$ cat src/rtl/usub_mag_pkg.sv
package usub_mag_pkg;

    typedef enum logic {
        OP_ADD = 1'b0,
        OP_SUB = 1'b1
    } op_e;

endpackage

$ cat src/rtl/usub_mag_fa.sv
module usub_mag_fa (
    input  logic x_i,
    input  logic y_i,
    input  logic c_i,
    output logic s_o,
    output logic c_o
);
    logic hs;

    // Two half adders plus an OR.
    always_comb begin
        hs  = x_i ^ y_i;
        s_o = hs ^ c_i;
        c_o = (x_i & y_i) | (hs & c_i);
    end
endmodule

$ cat src/rtl/usub_mag_core.sv
module usub_mag_core #(
    parameter int W = 4
) (
    input  logic [W-1:0] a_i,
    input  logic [W-1:0] b_i,
    input  logic         sub_i,
    output logic [W-1:0] sum_o,
    output logic         cout_o
);
    logic [W-1:0] bx_d;
    logic [W:0]   cy_d;

    // XOR row acts as a programmable inverter on B.
    always_comb begin
        bx_d = b_i ^ {W{sub_i}};
    end

    assign cy_d[0] = sub_i;

    generate
        for (genvar i = 0; i < W; i++) begin : g_bit
            usub_mag_fa u_fa (
                .x_i (a_i[i]),
                .y_i (bx_d[i]),
                .c_i (cy_d[i]),
                .s_o (sum_o[i]),
                .c_o (cy_d[i+1])
            );
        end
    endgenerate

    assign cout_o = cy_d[W];
endmodule

$ cat src/rtl/usub_mag_addsub.sv
module usub_mag_addsub
    import usub_mag_pkg::*;
#(
    parameter int W = 4
) (
    input  logic [W-1:0] opa_i,
    input  logic [W-1:0] opb_i,
    input  logic         sub_i,
    output logic [W-1:0] res_o,
    output logic         neg_o,
    output logic         cout_o,
    output logic         ovf_o
);
    localparam logic [W-1:0] ZERO_W = '0;

    typedef struct packed {
        logic [W-1:0] res;
        logic         neg;
        logic         cout;
        logic         ovf;
    } out_t;

    op_e          op_d;
    logic [W-1:0] raw_d;
    logic         rawc_d;
    logic [W-1:0] fix_d;
    logic         fixc_d;
    logic         fix_en_d;
    out_t         out_d;

    assign op_d = op_e'(sub_i);

    // First pass: A + B or A + ~B + 1.
    usub_mag_core #(.W(W)) u_main (
        .a_i    (opa_i),
        .b_i    (opb_i),
        .sub_i  (sub_i),
        .sum_o  (raw_d),
        .cout_o (rawc_d)
    );

    // Second pass: 0 - raw, always in subtract mode.
    usub_mag_core #(.W(W)) u_fix (
        .a_i    (ZERO_W),
        .b_i    (raw_d),
        .sub_i  (1'b1),
        .sum_o  (fix_d),
        .cout_o (fixc_d)
    );

    always_comb begin
        fix_en_d  = (op_d == OP_SUB) && !rawc_d;
        out_d     = '0;
        out_d.res = fix_en_d ? fix_d : raw_d;
        out_d.neg = fix_en_d;
        out_d.cout = rawc_d;
        out_d.ovf = (op_d == OP_ADD) && rawc_d;
    end

    assign res_o  = out_d.res;
    assign neg_o  = out_d.neg;
    assign cout_o = out_d.cout;
    assign ovf_o  = out_d.ovf;

    // Carry of the correction pass is not needed.
    logic unused_fixc;
    assign unused_fixc = fixc_d;
endmodule

$ cat config.mk
export PLATFORM = sky130hd
export DESIGN_NAME = usub_mag_addsub
export DESIGN_NICKNAME = d
export VERILOG_FILES = /design/src/rtl/usub_mag_pkg.sv /design/src/rtl/usub_mag_fa.sv /design/src/rtl/usub_mag_core.sv /design/src/rtl/usub_mag_addsub.sv
export SDC_FILE = /design/constraint.sdc
export NUM_CORES = 1
export LEC_CHECK = 0
export CAP_MARGIN = 40
export CORE_AREA = 8 8 45 47
export DETAILED_ROUTE_END_ITERATION = 10
export DIE_AREA = 0 0 53 55
export GPL_ROUTABILITY_DRIVEN = 0
export PLACE_DENSITY_LB_ADDON = 0.1
export SKIP_LAST_GASP = 1
export SLEW_MARGIN = 25
export SYNTH_ARGS = -nofsm -noshare
export SYNTH_HDL_FRONTEND = slang
export SYNTH_SLANG_ARGS = --single-unit
$ cat constraint.sdc
create_clock -name vclk -period 5.4
set_input_delay 0.81 -clock vclk [all_inputs]
set_output_delay 0.81 -clock vclk [all_outputs]
set_load 0.01 [all_outputs]
==> results of run 1 <==
==> cell families after synthesis <==
family / synth area share, %
AOI/OAI and AO/OA: 4.420
muxes: 4.420
adders and majority gates: 37.57
buffers and inverters: 16.58
xor gates and xnor gates: 19.34
and+or+nand+nor: 17.68
==> metal layers <==
layer	up-vias	track usage (%)	wire length, um
li1	104	-	-
met1	88	4.414	201
met2	6	7.617	294
met3	0	0.2674	28
met4	0	0	0
met5	-	0	0
==> stage by stage <==
| step | hold slack (ns) | area, um2 | utilization (%) | cells | power [uW] |
|---|---|---|---|---|---|
| after global routing | 2.829 | 387.9 | 28.03 | 55 | 72.27 |
| after detailed placement | 2.792 | 387.9 | 28.03 | 55 | 65.56 |
| final | 2.763 | 387.9 | 28.03 | 55 | 64.12 |
| after CTS | 2.787 | 387.9 | 28.03 | 55 | 65.74 |
| after global placement | 2.777 | 387.9 | 28.03 | 55 | 64.85 |
| after floorplan | 1.787 | 226.5 | - | 25 | 34.01 |
==> power by group <==
part	internal (uW)	switching, uW
clock network	0	0
logic	37.8	26.3
registers	0	0
total	37.8	26.3
==> cell type report <==
class | instances | area, um2
Multi-Input combinational cell | 18 | 188.9
Tap cell | 16 | 20.02
Fill cell | 152 | 996.0
Inverter | 5 | 18.77
Timing Repair Buffer | 16 | 160.2
==> worst max path at each step <==
stage,cells past startpoint,end,from,slack [ns]
after floorplan,7,res_o[3],sub_i,2.04
after global placement,8,res_o[3],sub_i,0.93
after detailed placement,8,res_o[3],sub_i,0.92
after CTS,8,res_o[3],sub_i,0.92
after global routing,8,res_o[3],sub_i,0.80
final,8,res_o[3],sub_i,0.97
==> cells in the final DEF (no fill, tap or decap) <==
cell type        instances
a21oi_1                  2
clkdlybuf4s50_1         16
fa_1                     3
ha_1                     2
inv_1                    5
mux2i_1                  1
nand2b_1                 1
nor2b_1                  1
nor3b_1                  2
nor3b_2                  1
xnor2_1                  3
xor2_1                   2
==> results.txt, run 1 <==
cts repair resizes: 0
Critical Path RT: 4.59 ns
vias per cell: 3.600
WL/cell: 9.509 um
worst-path fanout max: 9
RSZ-0062 raised after global routing: no
HP Start: opa_i[0]
wirelength, routed: 523 um
FF/Latch Area: 0 um2
crit path cell chain: clkdlybuf4s50_1, xnor2_1, fa_1, fa_1, inv_1, fa_1, xor2_1, clkdlybuf4s50_1
io pins: 16
Tot GR Track Use: 3.773%
Rows: 14
largest net degree at the start of global routing: 10
status: finished clean
Synth top area share: 26.52%
Setup crit end kind: primary output
static leakage: 0.0001647 uW
first-pass GRT wire length: 897 um
Final WS setup: 0.9744 ns
most common cell in the netlist: inv_1
I/O Buffers: 16
syn_nets: 39
area leader, netlist: fa_1
final net count: 55
Area Overhead vs Synth: 71.27%
post-DP HPWL: 499.7 um
post-synthesis cell area: 226.5 um2
worst hold path cell count: 4
final hold violation count: 0
crit-path most repeated cell: fa_1
Slew headroom: 77.55%
Std-Cell Core Area: 0.001384 mm2
max incr delay on CP: 0.67 ns
sequential share of the synthesized area: 0%
CP Launch Type: input port
synth cell count leaders: 5 x inv_1, 3 x fa_1, 3 x xnor2_1
Cell Pwr Density: 165.3 mW/mm2
Crit Path Class: input port to primary output
# hold bufs at CTS: 0
chip height: 55 um
vias in the first global route: 190
post-CTS setup buffers: 0
worst hold path type: input port to primary output
Pre-Repair DR Iteration Count: 1
pins over their slew limit: 0
FFs & Latches: 0
worst slew pin tran: 0.3357 ns
Synth Warn #: 0
crit share post-route: 81.96%
minimum clock period: 4.426 ns
Max rail drop VDD: 0.04094 mV
max cap viols: 0
Top delay family on crit path: buffers and inverters
slowest CP cell: clkdlybuf4s50_1
Buf/Inv on CP: 3
vias: 198
Die Area: 0.002915 mm2
f_max: 0.2260 GHz
GRT overflow: 0
hold path endpoint: res_o[0]
Die X: 53 um
data arrival time of the critical path: 3.62 ns
cells after synthesis: 25
setup_tns: 0 ns
Initial Util: 16.37%
Iter 0 DRT Violations: 0
layout cells sized above 1: 2.564%
syn avg cell area: 9.059 um2
post-route ant nets: 0
# setup viols final: 0
# clk buffers: 0
top post-synthesis cells by area: fa_1 27%, xnor2_1 12%, ha_1 11%
Ant. Diodes: 0
drt drc: 0
Yosys cell types: 13
initial antenna violation count: 0
pre-CTS setup slack: 0.9177 ns
No activity file was read; power rests on OpenSTA's default activity.
==> run 2: changes to the inputs <==
Clock period 5.4 ns to 3.6 ns, I/O delays scaled along.
==> results.txt, run 2 (same netlist as run 1, synthesis figures left out) <==
fillers: 156 (+2.6%)
initial antenna violation count: 0 (unchanged)
FFs & Latches: 0 (unchanged)
crit share post-route: 97.17%
RSZ-0062 raised after global routing: yes
# setup viols final: 0 (unchanged)
minimum clock period: 3.498 ns
commonest non-fill, non-tap cells in the layout: 12 x clkdlybuf4s50_1, 5 x inv_1, 4 x buf_4
wirelength, routed: 606 um (+16%)
Initial Util: 16.37% (unchanged)
CP Launch Type: input port
vias per cell: 3.661 (+1.7%)
Crit Path Class: input port to primary output
layout cells sized above 1: 18.60% (+16 points)
Slew headroom: 84.77% (+7.2 points)
# clk buffers: 0 (unchanged)
Area Overhead vs Synth: 89.50%
Die Area: 0.002915 mm2 (unchanged)
GRT overflow: 0 (unchanged)
chip height: 55 um (unchanged)
data arrival time of the critical path: 2.96 ns (-0.66 ns)
crit path to: res_o[3]
total power: 98.01 uW (+53%)
Cell Pwr Density: 228.4 mW/mm2 (+38%)
final hold violation count: 0 (unchanged)
post-route ant nets: 0 (unchanged)
f_max: 0.2859 GHz
max cap viols: 0 (unchanged)
worst-path fanout max: 6 (-3)
WL/cell: 10.27 um (+8.0%)
Rows: 14 (unchanged)
Cell Count, Final, Fillers Out: 59 (+7.3%)
Critical Path RT: 3.06 ns (-1.53 ns)
static leakage: 0.0002055 uW (+25%)
drt drc: 0 (unchanged)
Pre-Repair DR Iteration Count: 1 (unchanged)
worst hold path type: input port to primary output
Max rail drop VDD: 0.04670 mV (+14%)
status: finished clean
Die X: 53 um (unchanged)
I/O Buffers: 16 (unchanged)
Iter 0 DRT Violations: 0 (unchanged)
Std-Cell Core Area: 0.001384 mm2 (unchanged)
post-DP HPWL: 577.7 um (+16%)
worst slew pin tran: 0.2268 ns (-0.1089 ns)
Setup crit end kind: primary output
FF/Latch Area: 0 um2 (unchanged)
Critical path origin: opb_i[0]
vias in the first global route: 246 (+29%)
setup_tns: 0 ns (unchanged)
final net count: 59 (+7.3%)
worst hold path cell count: 4 (unchanged)
vias: 216 (+9.1%)
first-pass GRT wire length: 1083 um (+21%)
most common cell after layout, fill and taps aside: clkdlybuf4s50_1
# hold bufs at CTS: 0 (unchanged)
Tot GR Track Use: 4.642% (+0.87 points)
Placed Instances: 58 (+5.5%)
pins over their slew limit: 0 (unchanged)
Ant. Diodes: 0 (unchanged)
io pins: 16 (unchanged)
largest net degree at the start of global routing: 8 (-2)
[run 2: cell count changes in the layout (fill, tap and decap cells not counted), moves of 2 or more]
cell / previous run / this run
fa_1: 3 / 1
clkdlybuf4s50_1: 16 / 12
fa_2: 0 / 2
buf_4: 0 / 4
dlygate4sd2_1: 0 / 3
[run 2: critical path: stages]
cell and delay [ns]:
clkdlybuf4s50_1 0.51, mux2i_1 0.24, fa_2 0.24, fa_1 0.17, inv_1 0.06, fa_2 0.43, buf_4 0.15, nor3b_2 0.19
xor2_1 0.15, dlygate4sd2_1 0.28
[run 2: final cells by class]
class / instances / area, um2 / area share, %
Multi-Input combinational cell: 18 / 201.4 / 46.94
Timing Repair Buffer: 20 / 188.9 / 44.02
Tap cell: 16 / 20.02 / 4.665
Inverter: 5 / 18.77 / 4.373
[run 2: report_power, final]
group / internal, uW / switching, uW
clock: 0 / 0
combinational: 56.3 / 41.7
sequential: 0 / 0
[run 2: metal layers]
metal / global-route usage (%) / vias up / routed length, um
li1: - / 114 / -
met1: 4.704 / 96 / 222
met2: 10.35 / 6 / 359
met3: 0.2674 / 0 / 24
met4: 0 / 0 / 0
met5: 0 / - / 0
[run 2: per-stage QoR]
stage	setup WS [ns]	hold slack [ns]	area, um2	util [%]
2_1_floorplan	0.7835	1.247	226.5	-
3_3_place_gp	-0.1154	2.264	410.4	29.66
3_5_place_dp	-0.1578	2.272	410.4	29.66
4_1_cts	0.02357	2.109	409.1	29.57
5_1_grt	-0.01018	2.049	429.2	31.01
6_report	0.1018	1.992	429.2	31.01
[run 2: worst min path at each step]
stage	from	end	slack, ns
global route	sub_i	ovf_o	2.05
detailed placement	opb_i[0]	res_o[0]	2.27
CTS	opa_i[1]	res_o[1]	2.11
finish	sub_i	ovf_o	1.99
global placement	opb_i[0]	res_o[0]	2.26
floorplan	sub_i	ovf_o	1.25
[run 2: timing repair]
action,CTS,global route
gates resized for setup,4,3
gates cloned,0,0
setup buffers,0,1
setup endpoints to repair,4,3
pin swaps,0,1
